==> src/rtl/srm_pkg.sv <==
package srm_pkg;

  typedef enum logic [1:0] {
    ST_SEND = 2'd0,
    ST_WACK = 2'd1,
    ST_WRSP = 2'd2
  } srmState_e;

  localparam logic [3:0] ACK_COMPLETE = 4'h1;
  localparam logic [3:0] ACK_PENDING  = 4'h2;
  localparam logic [3:0] ACK_BUSY_X   = 4'h4;
  localparam logic [3:0] ACK_BUSY_A   = 4'h5;
  localparam logic [3:0] ACK_BUSY_B   = 4'h6;

  localparam logic [1:0] ERR_NONE   = 2'd0;
  localparam logic [1:0] ERR_BUSY   = 2'd1;
  localparam logic [1:0] ERR_SPLIT  = 2'd2;
  localparam logic [1:0] ERR_REJECT = 2'd3;

  localparam logic SRC_CTL  = 1'b0;
  localparam logic SRC_DATA = 1'b1;

  typedef struct packed {
    logic       pop;
    logic       done;
    logic       retryInc;
    logic       retryClr;
    logic       timerInc;
    logic       timerClr;
    logic       errSet;
    logic [1:0] errVal;
  } srmStrobe_t;

endpackage

==> src/rtl/srm_datapath.sv <==
module srm_datapath
  import srm_pkg::*;
#(
  parameter int DEPTH   = 4,
  parameter int DESC_W  = 8,
  parameter int LABEL_W = 6,
  parameter int RETRY_W = 3,
  parameter int TIMER_W = 8
) (
  input  logic               clk,
  input  logic               rstN,
  input  logic               ctlReq,
  input  logic [DESC_W-1:0]  ctlDesc,
  input  logic               dataReq,
  input  logic [DESC_W-1:0]  dataDesc,
  input  srmStrobe_t         strobe,
  input  logic [RETRY_W-1:0] cfgMaxRetry,
  input  logic [TIMER_W-1:0] cfgSplitLimit,
  input  logic [LABEL_W-1:0] rspLabel,
  input  logic               errClear,
  output logic               ctlReady,
  output logic               dataReady,
  output logic               headValid,
  output logic               headSrc,
  output logic [DESC_W-1:0]  headDesc,
  output logic [LABEL_W-1:0] curLabel,
  output logic               retrying,
  output logic               retryExhausted,
  output logic               timerExpired,
  output logic               rspMatch,
  output logic [1:0]         errCode,
  output logic               irq,
  output logic               doneValid
);

  localparam int PTR_W = (DEPTH > 1) ? $clog2(DEPTH) : 1;
  localparam int CNT_W = $clog2(DEPTH + 1);
  localparam logic [CNT_W-1:0] ROOM_FOR_TWO = CNT_W'(DEPTH - 2);
  localparam logic [PTR_W-1:0] LAST_SLOT = PTR_W'(DEPTH - 1);
  localparam bit POW2 = (DEPTH == (1 << PTR_W));

  // Slot storage
  logic                 slotSrc  [DEPTH];
  logic [DESC_W-1:0]    slotDesc [DEPTH];
  logic [PTR_W-1:0]     rdPtr, wrPtr, wrPtrNext, dataSlot, wrStep1, wrStep2;
  logic [CNT_W-1:0]     fill;
  logic                 ctlPush, dataPush;

  // Pointer wrap: natural overflow when the depth is a power of two
  function automatic logic [PTR_W-1:0] stepPtr(input logic [PTR_W-1:0] p);
    if (POW2) return p + 1'b1;
    else      return (p == LAST_SLOT) ? '0 : p + 1'b1;
  endfunction

  assign ctlReady  = (fill <= ROOM_FOR_TWO);
  assign dataReady = (fill <= ROOM_FOR_TWO);
  assign ctlPush   = ctlReq && ctlReady;
  assign dataPush  = dataReq && dataReady;
  assign wrStep1   = stepPtr(wrPtr);
  assign wrStep2   = stepPtr(wrStep1);
  // Control wins the earlier slot when both push together
  assign dataSlot  = ctlPush ? wrStep1 : wrPtr;

  always_comb begin
    unique case ({ctlPush, dataPush})
      2'b11:         wrPtrNext = wrStep2;
      2'b10, 2'b01:  wrPtrNext = wrStep1;
      default:       wrPtrNext = wrPtr;
    endcase
  end

  always_ff @(posedge clk) begin
    if (ctlPush) begin
      slotSrc[wrPtr]  <= SRC_CTL;
      slotDesc[wrPtr] <= ctlDesc;
    end
    if (dataPush) begin
      slotSrc[dataSlot]  <= SRC_DATA;
      slotDesc[dataSlot] <= dataDesc;
    end
  end

  always_ff @(posedge clk) begin
    if (!rstN) begin
      rdPtr <= '0;
      wrPtr <= '0;
      fill  <= '0;
    end else begin
      wrPtr <= wrPtrNext;
      if (strobe.pop) rdPtr <= stepPtr(rdPtr);
      fill <= fill + CNT_W'(ctlPush) + CNT_W'(dataPush) - CNT_W'(strobe.pop);
    end
  end

  assign headValid = (fill != '0);
  assign headSrc   = slotSrc[rdPtr];
  assign headDesc  = slotDesc[rdPtr];

  // Retry attempt counter
  logic [RETRY_W-1:0] retryCnt;
  always_ff @(posedge clk) begin
    if (!rstN)                retryCnt <= '0;
    else if (strobe.retryClr) retryCnt <= '0;
    else if (strobe.retryInc) retryCnt <= retryCnt + 1'b1;
  end
  assign retrying       = (retryCnt != '0);
  assign retryExhausted = (retryCnt >= cfgMaxRetry);

  // Split-transaction window counter
  logic [TIMER_W-1:0] splitTimer;
  always_ff @(posedge clk) begin
    if (!rstN)                splitTimer <= '0;
    else if (strobe.timerClr) splitTimer <= '0;
    else if (strobe.timerInc) splitTimer <= splitTimer + 1'b1;
  end
  assign timerExpired = ({1'b0, splitTimer} + 1'b1) >= {1'b0, cfgSplitLimit};

  // Transaction label, one step per finished transaction
  always_ff @(posedge clk) begin
    if (!rstN)           curLabel <= '0;
    else if (strobe.pop) curLabel <= curLabel + 1'b1;
  end
  assign rspMatch = (rspLabel == curLabel);

  // Failure record and interrupt level
  always_ff @(posedge clk) begin
    if (!rstN) begin
      errCode   <= ERR_NONE;
      irq       <= 1'b0;
      doneValid <= 1'b0;
    end else begin
      doneValid <= strobe.done;
      if (strobe.errSet) begin
        errCode <= strobe.errVal;
        irq     <= 1'b1;
      end else if (errClear) begin
        errCode <= ERR_NONE;
        irq     <= 1'b0;
      end
    end
  end

endmodule

==> src/rtl/srm_control.sv <==
module srm_control
  import srm_pkg::*;
(
  input  logic       clk,
  input  logic       rstN,
  input  logic       headValid,
  input  logic       txReady,
  input  logic       ackValid,
  input  logic [3:0] ackCode,
  input  logic       rspValid,
  input  logic       rspMatch,
  input  logic       retryExhausted,
  input  logic       timerExpired,
  output logic       txValid,
  output srmStrobe_t strobe
);

  srmState_e state, stateNext;

  always_ff @(posedge clk) begin
    if (!rstN) state <= ST_SEND;
    else       state <= stateNext;
  end

  // Ends the current transaction and drops the head of the queue
  function automatic srmStrobe_t finish(input logic ok, input logic [1:0] code);
    srmStrobe_t s;
    s          = '0;
    s.pop      = 1'b1;
    s.retryClr = 1'b1;
    s.done     = ok;
    s.errSet   = !ok;
    s.errVal   = code;
    return s;
  endfunction

  always_comb begin
    stateNext = state;
    strobe    = '0;
    txValid   = 1'b0;
    unique case (state)
      ST_SEND: begin
        txValid = headValid;
        if (headValid && txReady) stateNext = ST_WACK;
      end
      ST_WACK: begin
        if (ackValid) begin
          stateNext = ST_SEND;
          unique case (ackCode)
            ACK_COMPLETE: strobe = finish(1'b1, ERR_NONE);
            ACK_PENDING: begin
              strobe.timerClr = 1'b1;
              stateNext       = ST_WRSP;
            end
            ACK_BUSY_X, ACK_BUSY_A, ACK_BUSY_B: begin
              if (retryExhausted) strobe = finish(1'b0, ERR_BUSY);
              else                strobe.retryInc = 1'b1;
            end
            default: strobe = finish(1'b0, ERR_REJECT);
          endcase
        end
      end
      ST_WRSP: begin
        if (rspValid && rspMatch) begin
          strobe    = finish(1'b1, ERR_NONE);
          stateNext = ST_SEND;
        end else if (timerExpired) begin
          strobe    = finish(1'b0, ERR_SPLIT);
          stateNext = ST_SEND;
        end else begin
          strobe.timerInc = 1'b1;
        end
      end
      default: stateNext = ST_SEND;
    endcase
  end

endmodule

==> src/rtl/split_retry_mgr.sv <==
module split_retry_mgr
  import srm_pkg::*;
#(
  parameter int DEPTH   = 4,
  parameter int DESC_W  = 8,
  parameter int LABEL_W = 6,
  parameter int RETRY_W = 3,
  parameter int TIMER_W = 8
) (
  input  logic               clk,
  input  logic               rstN,
  input  logic               ctlReq,
  input  logic [DESC_W-1:0]  ctlDesc,
  output logic               ctlReady,
  input  logic               dataReq,
  input  logic [DESC_W-1:0]  dataDesc,
  output logic               dataReady,
  output logic               txValid,
  input  logic               txReady,
  output logic               txSrc,
  output logic [DESC_W-1:0]  txDesc,
  output logic [LABEL_W-1:0] txLabel,
  output logic               txRetry,
  input  logic               ackValid,
  input  logic [3:0]         ackCode,
  input  logic               rspValid,
  input  logic [LABEL_W-1:0] rspLabel,
  output logic               doneValid,
  input  logic [RETRY_W-1:0] cfgMaxRetry,
  input  logic [TIMER_W-1:0] cfgSplitLimit,
  output logic [1:0]         errCode,
  output logic               irq,
  input  logic               errClear
);

  srmStrobe_t strobe;
  logic headValid, retryExhausted, timerExpired, rspMatch;

  srm_control u_ctrl (
    .clk            (clk),
    .rstN           (rstN),
    .headValid      (headValid),
    .txReady        (txReady),
    .ackValid       (ackValid),
    .ackCode        (ackCode),
    .rspValid       (rspValid),
    .rspMatch       (rspMatch),
    .retryExhausted (retryExhausted),
    .timerExpired   (timerExpired),
    .txValid        (txValid),
    .strobe         (strobe)
  );

  srm_datapath #(
    .DEPTH   (DEPTH),
    .DESC_W  (DESC_W),
    .LABEL_W (LABEL_W),
    .RETRY_W (RETRY_W),
    .TIMER_W (TIMER_W)
  ) u_dp (
    .clk            (clk),
    .rstN           (rstN),
    .ctlReq         (ctlReq),
    .ctlDesc        (ctlDesc),
    .dataReq        (dataReq),
    .dataDesc       (dataDesc),
    .strobe         (strobe),
    .cfgMaxRetry    (cfgMaxRetry),
    .cfgSplitLimit  (cfgSplitLimit),
    .rspLabel       (rspLabel),
    .errClear       (errClear),
    .ctlReady       (ctlReady),
    .dataReady      (dataReady),
    .headValid      (headValid),
    .headSrc        (txSrc),
    .headDesc       (txDesc),
    .curLabel       (txLabel),
    .retrying       (txRetry),
    .retryExhausted (retryExhausted),
    .timerExpired   (timerExpired),
    .rspMatch       (rspMatch),
    .errCode        (errCode),
    .irq            (irq),
    .doneValid      (doneValid)
  );

endmodule

==> config.mk <==
export PLATFORM = sky130hd
export DESIGN_NAME = split_retry_mgr
export DESIGN_NICKNAME = d
export VERILOG_FILES = /design/src/rtl/srm_pkg.sv /design/src/rtl/srm_datapath.sv /design/src/rtl/srm_control.sv /design/src/rtl/split_retry_mgr.sv
export SDC_FILE = /design/constraint.sdc
export NUM_CORES = 1
export LEC_CHECK = 0
export BUFFER_PORTS_ARGS = -buffer_cell sky130_fd_sc_hd__buf_2
export CORE_ASPECT_RATIO = 1.4
export CORE_UTILIZATION = 33
export DETAILED_ROUTE_END_ITERATION = 8
export SLEW_MARGIN = 5
export SYNTH_ARGS = -nofsm -noshare
export SYNTH_HDL_FRONTEND = slang
export SYNTH_SLANG_ARGS = --single-unit
==> constraint.sdc <==
create_clock -name clk -period 5.7 [get_ports clk]
set_input_delay 0.57 -clock clk [delete_from_list [all_inputs] [get_ports clk]]
set_output_delay 0.57 -clock clk [all_outputs]
set_load 0.02 [all_outputs]
Word-level counts from Yosys, hierarchy flattened
Memories as Yosys holds them, arrays and structs flattened. A register that Yosys moved wholly into a read port is not among the register bits. Index checks and enable logic that the tools add are counted.

Register bits after elaboration: 30. RAM bits: 36. Input bits: 45. Output and inout port bits: 23. Word-level logic and storage cells: 88. Memories kept: 2.

Add/sub/neg operators: 10. Magnitude comparators: 3. Equal/unequal tests: 14. Mux-type cells: 33. Bitwise logic cells: 1. Reduce and logical (&&, ||, !) cells: 15.

Memories: u_dp.slotDesc (depth 4, width 8, rd ports 1, clocked after memory_dff 1, write ports 2, RTL line srm_datapath.sv:44) `logic [DESC_W-1:0] slotDesc [DEPTH];`; u_dp.slotSrc (depth 4, width 1, rd ports 1, clocked after memory_dff 1, write ports 2, RTL line srm_datapath.sv:43) `logic slotSrc [DEPTH];`.

Operators with widths (count): 2-bit 2-to-1 mux (13); 9-bit 2-to-1 mux (2); 9-bit one-hot mux with 2 select lines (1); 5-bit one-hot mux with 3 select lines (1); 4-bit by 3-bit equality test with 1-bit output, second input constant (3); 8-bit by 1-bit adder with 9-bit output, second input constant (1); 9-bit by 8-bit greater-or-equal comparator with 1-bit output (1); 1-bit 2-to-1 mux (9); 8-bit by 1-bit adder with 8-bit output, second input constant (1); 2-bit OR reduction (4); 2-bit by 1-bit adder with 2-bit output, second input constant (3); 3-bit by 1-bit adder with 3-bit output (2); 6-bit by 1-bit adder with 6-bit output, second input constant (1); 2-bit equality test, second input constant (3); 6-bit equality test (1); 6-bit 2-to-1 mux (1); 2-bit one-hot mux with 3 select lines (1); 3-bit one-hot mux with 2 select lines (1); 3-bit nonzero test (2); 2-bit by 1-bit equality test with 1-bit output, second input constant (2); 4-bit by 1-bit equality test with 1-bit output, second input constant (1); 4-bit by 2-bit equality test with 1-bit output, second input constant (1); 1-bit logical AND (4); 4-bit 2-to-1 mux (1); 15 further kinds (16).

Logic depth before layout (Yosys ltp)
Gate-level depths: netlist (run 1).

Depth in word-level cells: 7. Gate-level depth with buffers: 17. Gate-level depth less buffers: 17.

Hierarchy
A second synthesis (run 1) with hierarchy kept.

Cell total of the unflattened synthesis: 351. Area, all modules: 3890.0 µm².

By module, submodules not included: srm_datapath (instances 1, cells each 307, area an instance 3572.2 µm², seq. area each 1641.6 µm²); srm_control (instances 1, cells each 44, area an instance 317.8 µm², seq. area each 40.0 µm²).

Worst setup path before layout (run 1)
Ideal clock, no wire load.

Path type: register to register. Start: reg u_dp.splitTimer[2]. End: reg u_dp.fill[2]. Setup time: 115 ps. Arrival: 3870 ps. Data required time: 5585 ps. Path slack: 1715 ps. Stages on the path, launching flop included: 18. Path buffers: 1. Clock period less this slack: 3985 ps. Cell sequence: dfxtp_1 > nand3_1 > or2_2 > clkbuf_1 > nor2_1 > xor2_1 > ha_1 > o21ai_0 > nor2_1 > a221o_1 > o21ai_0 > a31oi_2 > ha_1 > inv_1 > fa_1 > fa_1 > xnor2_1 > and2_1.

Cells in the longest elaborated chain, start to end: 6.

RTL lines: start: declaration (RTL line srm_datapath.sv:110) `logic [TIMER_W-1:0] splitTimer;`; start signal: assignment (RTL line srm_datapath.sv:114) `else if (strobe.timerInc) splitTimer <= splitTimer + 1'b1;`; 8-bit by 1-bit adder with 9-bit output (RTL line srm_datapath.sv:116) `assign timerExpired = ({1'b0, splitTimer} + 1'b1) >= {1'b0, cfgSplitLimit};`; 9-bit by 8-bit greater-or-equal comparator with 1-bit output (RTL line srm_datapath.sv:116); 4-bit 2-to-1 mux (RTL line srm_control.sv:67) `end else if (timerExpired) begin`; 9-bit 2-to-1 mux (RTL line srm_control.sv:64) `if (rspValid && rspMatch) begin`; 9-bit one-hot mux with 2 select lines (RTL line srm_control.sv:41) `unique case (state)`; 3-bit by 1-bit subtractor with 3-bit output (RTL line srm_datapath.sv:91) `fill <= fill + CNT_W'(ctlPush) + CNT_W'(dataPush) - CNT_W'(strobe.pop);`; end signal: assignment (RTL line srm_datapath.sv:91); end: declaration (RTL line srm_datapath.sv:46) `logic [CNT_W-1:0] fill;`.

Every way passes these cells. A chain may end at the register's enable or synchronous reset.

Final worst setup path (run 1)
Start: reg u_dp.splitTimer[0]. End: reg u_dp.fill[2].

Same word-level chain as after synthesis.

==> impl_metrics.ini, run 1 <==
[sta]
finalMaxSlewViolations = 0
layout_min_cycle_time_ps = 4360
finalSetupViolCount = 0
worst_clock_skew_ps = 6.47
fin_crit_sh_pct = 76.5
rsz0062_at_grt = false
worst_slew_pin_slew_ps = 1010
fin_ws_ps = 1340
fin_hold_ws_ps = 442
final.setup.tns_ps = 0
hold_viol_final = 0
clock.fmax_ghz = 0.229
slew_headroom_pct = 32.0

[worst_setup_path]
path_max_fanout = 9
r2r_start = u_dp.splitTimer[0]
worstPathArrival_ps = 4570
path_class = reg2reg
reg2regPathDepth = 17
r2r_end = u_dp.fill[2]
setup.worst_path.end_class = flip-flop
r2r_setup_slack_ps = 1340
crit_end = u_dp.fill[2]
cp-start-kind = flip-flop
cp.required_ps = 5920
critPathLaunch = u_dp.splitTimer[0]

[synth]
synth_fp_nets = 426
postSynth.asyncResetShare_pct = 0
yosys-top-cells-area = edfxtp_1 25%, dfxtp_1 19%, mux2_2 9.6%
ys_seq_area_share_pct = 43.7
ys_types = 48
synthesis.area_um2 = 3850
synth_edf_count = 32
synth_seq_cells = 68
syn_inst = 354
synth_top_area_share_pct = 25.0
synth_ff_type = dfxtp_1
synth_top_area_cell = edfxtp_1
avgSynthCellArea_um2 = 10.9
synth_warnings = 0

[global_routing]
antenna_found_initial = 0
first_global_vias = 2810
grt.total_usage_pct = 14.2
grt_pass1_wl_um = 13300
grt_max_degree = 28
grt_overflow = 0

[floorplanning]
die_h_um = 130
dieArea_um2 = 12100
ios = 68
fp.dieW_um = 93.3
core_um2 = 11300
start_util_pct = 34.0
rows = 46

[pwr]
p_total_mw = 1.86
power_switching_mw = 0.543
seq_power_share_pct = 36.7
p_clk_share_pct = 36.7
p_int_mw = 1.32
p_leak_nw = 1.98
powerDensity_nw_per_um2 = 397
p_sw_share_pct = 29.1
pwr-share-comb_pct = 26.7
ir_drop_mv = 0.206

[final_layout]
final_cell_mix = 67 x buf_2, 36 x dfxtp_1, 33 x mux2_2
nets = 495
layout_commonest_cell = buf_2
area_growth_syn_to_layout_pct = 21.7
layout-drive-gt1-share_pct = 31.3
fill_cells = 1097
seq_area_um2 = 1680
multi_input_area_um2 = 2020
antenna_cells = 0

[clock_network]
clock_path_buffers = 2
cts_inserted_buffers = 9
htree_levels = 3
clk_latency_ps = 330
cts_sinks = 68
cts_resized = 0
hold_buffers = 0
postCtsSetupBuffers = 0
cts_tree = built
cts-root-buf = clkbuf_16
path_clk_slew_ps = 60

[detailed_routing]
wl_per_cell_um = 14.3
wl_um = 8210
drc = 0
viasPerCell = 4.85
drt_pre_antenna_iters = 7
route.vias.total = 2774
drtIter0Drc = 86
detail-route-antenna-nets = 0

[placed_design]
hpwl_um = 6090
pre_cts_ws_ps = 1320
port_buffers = 67
gp_congestion = 0.733

[status]
status = finished, final reports clean

[run]
maxCapViolations = 0

[hold_path]
hold_class = reg2reg
-- area by class of cell --
cell class | count | share of cell area, %
multi-input cells | 249 | 43.1
flip-flops and latches | 68 | 35.9
repair buffers | 67 | 7.15
clock buffers | 10 | 4.89
well taps | 144 | 3.84
clock inverters | 6 | 2.94
inverters | 28 | 2.24
-- cell families (layout without fill, tap and decap cells) --
family | Yosys count | after routing | synth area share (%)
fa+ha+maj | 27 | 27 | 9.16
mux | 48 | 48 | 16.5
xor+xnor | 25 | 25 | 5.69
compound gates | 36 | 36 | 6.50
simple gates | 113 | 113 | 14.6
buf+inv | 37 | 111 | 3.93
flops | 68 | 68 | 43.7
-- through the flow --
step | area [um2] | utilization (%) | cells
after floorplan | 3850 | - | 354
after global placement | 4320 | 38.1 | 556
after detailed placement | 4320 | 38.1 | 556
after CTS | 4690 | 41.3 | 572
after global routing | 4690 | 41.3 | 572
final | 4690 | 41.3 | 572
-- worst min-delay path by stage --
stage                                from               to  slack, ps  cells past startpoint
final                     u_dp.slotSrc[2]  u_dp.slotSrc[2]        440                      2
after global placement    u_dp.slotSrc[2]  u_dp.slotSrc[2]        430                      2
after CTS                 u_dp.slotSrc[2]  u_dp.slotSrc[2]        450                      2
after global routing      u_dp.slotSrc[2]  u_dp.slotSrc[2]        470                      2
after floorplan           u_dp.slotSrc[2]  u_dp.slotSrc[2]        420                      2
after detailed placement  u_dp.slotSrc[2]  u_dp.slotSrc[2]        440                      2
-- Yosys cell counts, types with 10 or more instances --
library cell,instances
dfxtp_1,36
mux2_2,33
edfxtp_1,32
nand2_1,32
inv_1,28
ha_1,25
nor2_1,23
xnor2_1,13
xor2_1,12
and2_1,11
nand3_1,11
o21ai_0,10
-- state kept, by name (all words and copies together) (netlist names), named ones only --
name             flops
u_ctrl.state         2
u_dp.curLabel        6
u_dp.doneValid       1
u_dp.errCode         2
u_dp.fill            3
u_dp.irq             1
u_dp.rdPtr           2
u_dp.retryCnt        3
u_dp.slotDesc       32
u_dp.slotSrc         4
u_dp.splitTimer      8
u_dp.wrPtr           2
-- power by group through the flow --
stage / clock, mW / combinational, mW / sequential (mW)
floorplan: 0 / 0.374 / 0.670
global placement: 0 / 0.490 / 0.687
detailed placement: 0 / 0.503 / 0.694
CTS: 0.692 / 0.506 / 0.684
global route: 0.714 / 0.554 / 0.695
finish: 0.683 / 0.496 / 0.683
-- routing by layer --
layer	up-vias	global-route usage, %	part of all wire, %
met3	8	2.04	3.4
met5	-	0	0
met2	58	27.3	54
met4	0	4.07	1.1
li1	1393	-	-
met1	1315	16.1	42
-- critical path: stages (launching register included) --
cell and delay [ps]:
dfxtp_1 390, ha_1 200, inv_1 70, nor2_1 230, nand3_1 160, xnor2_1 150
ha_1 220, a211oi_2 200, nand2_1 70, a221o_1 370, o21ai_0 370, a31oi_2 270
ha_1 370, inv_1 50, fa_1 420, fa_1 420, xnor2_1 130, and2_1 150
Power figures use the tool's default switching activity.
==> run 2: changes to the inputs <==
- clock period: 5.7 -> 4.4 ns (I/O delays scaled with it)
==> impl_metrics.ini, run 2 (same netlist as run 1, synthesis figures left out) <==
[clock_network]
clk_latency_ps = 330
cts-root-buf = clkbuf_16
cts_inserted_buffers = 9
hold_buffers = 0
path_clk_slew_ps = 60
postCtsSetupBuffers = 0
htree_levels = 3
cts_tree = built
clock_path_buffers = 2
cts_sinks = 68

[global_routing]
grt.total_usage_pct = 14.0
grt_pass1_wl_um = 13000
grt_max_degree = 28
grt_overflow = 0
antenna_found_initial = 0
first_global_vias = 2781

[pwr]
ir_drop_mv = 0.233
p_int_mw = 1.59
power_switching_mw = 0.697
p_total_mw = 2.29
seq_power_share_pct = 38.5
p_leak_nw = 1.96
powerDensity_nw_per_um2 = 492
p_sw_share_pct = 30.5
pwr-share-comb_pct = 28.1
p_clk_share_pct = 33.4

[floorplanning]
dieArea_um2 = 12100
fp.dieW_um = 93.3
start_util_pct = 34.0
rows = 46
ios = 68
die_h_um = 130
core_um2 = 11300

[worst_setup_path]
path_max_fanout = 4
path_class = reg2reg
worstPathArrival_ps = 4240
r2r_start = u_dp.splitTimer[0]
reg2regPathDepth = 17
r2r_setup_slack_ps = 390
cp-start-kind = flip-flop
cp.required_ps = 4620
r2r_end = u_dp.fill[2]
setup.worst_path.end_class = flip-flop

[final_layout]
nets = 496
final_cell_mix = 67 x buf_2, 36 x dfxtp_1, 33 x mux2_2
top_regs = u_dp.slotDesc x32, u_dp.splitTimer x8, u_dp.curLabel x6
largest_reg_flops = 32
layout_commonest_cell = buf_2
antenna_cells = 0
regMostFlops = u_dp.slotDesc
final_core_util_pct = 41.0
layout-drive-gt1-share_pct = 31.5
area_growth_syn_to_layout_pct = 20.6

[hold_path]
min_to = u_dp.errCode[0]
holdPathStages = 3
hp-start = errClear
hold_class = in2reg

[placed_design]
pre_cts_ws_ps = 269
port_buffers = 67
hpwl_um = 6080
gp_congestion = 0.772

[sta]
clock.fmax_ghz = 0.249
hold_viol_final = 0
fin_hold_ws_ps = 412
finalSetupViolCount = 0
layout_min_cycle_time_ps = 4010
worst_slew_pin_slew_ps = 1010
fin_crit_sh_pct = 91.2
fin_ws_ps = 389
finalMaxSlewViolations = 0
slew_headroom_pct = 32.2
rsz0062_at_grt = false
worst_clock_skew_ps = 6.49
final.setup.tns_ps = 0

[detailed_routing]
drc = 0
detail-route-antenna-nets = 0
wl_per_cell_um = 14.1
wl_um = 8060
drt_pre_antenna_iters = 4
drtIter0Drc = 105
route.vias.total = 2789
viasPerCell = 4.87

[status]
status = finished, final reports clean

[run]
maxCapViolations = 0
run 2: cell type report:
class	instances	area [um2]
timing repair buffer	68	343
clock inverter	7	90.1
tap	144	180
sequential	68	1680
clock buffer	9	225
inverter	28	105
fill	1110	6700
multi-input combinational	249	2020
run 2: power groups by stage:
stage                     combinational [mW]  sequential [mW]  clock, mW
after floorplan                        0.485            0.867          0
after global placement                 0.640            0.891          0
after detailed placement               0.650            0.896          0
after CTS                              0.654            0.883      0.777
after global routing                   0.714            0.898      0.802
final                                  0.641            0.881      0.764
run 2: how the worst max path moves through the flow:
stage,slack (ps),to,depth (start not counted),startpoint
6_report,390,u_dp.fill[2],17,u_dp.splitTimer[0]
5_1_grt,80,u_dp.fill[2],17,u_dp.splitTimer[0]
4_1_cts,260,u_dp.fill[2],17,u_dp.splitTimer[0]
3_5_place_dp,270,u_dp.fill[2],17,u_dp.splitTimer[0]
3_3_place_gp,350,u_dp.fill[2],17,u_dp.splitTimer[0]
2_1_floorplan,420,u_dp.fill[2],17,u_dp.splitTimer[2]
run 2: repair_timing:
| action | CTS | global route |
|---|---|---|
| gates resized for setup | 0 | 1 |
| setup endpoints to repair | 0 | 1 |
| hold endpoints to repair | 0 | 0 |
run 2: metrics by stage:
step / instances / instance area, um2
detailed placement: 557 / 4330
global route: 573 / 4640
floorplan: 354 / 3850
CTS: 573 / 4640
finish: 573 / 4640
global placement: 557 / 4330
run 2: worst max-delay path: stages, from the launching register on:
cell and delay [ps]:
dfxtp_1 400, ha_1 210, inv_1 70, nor2_1 210
nand3_1 160, xnor2_1 150, ha_1 220, a211oi_2 200
nand2_1 70, a221o_1 380, o21ai_1 250, a31oi_2 130
ha_1 300, inv_1 50, fa_1 410, fa_1 410
xnor2_1 130, and2_1 150
run 2: layer usage:
metal	part of all wire, %	track usage, %
met4	1.9	5.61
met5	0	0
met3	3.4	2.33
met2	53	26.5
met1	42	15.4
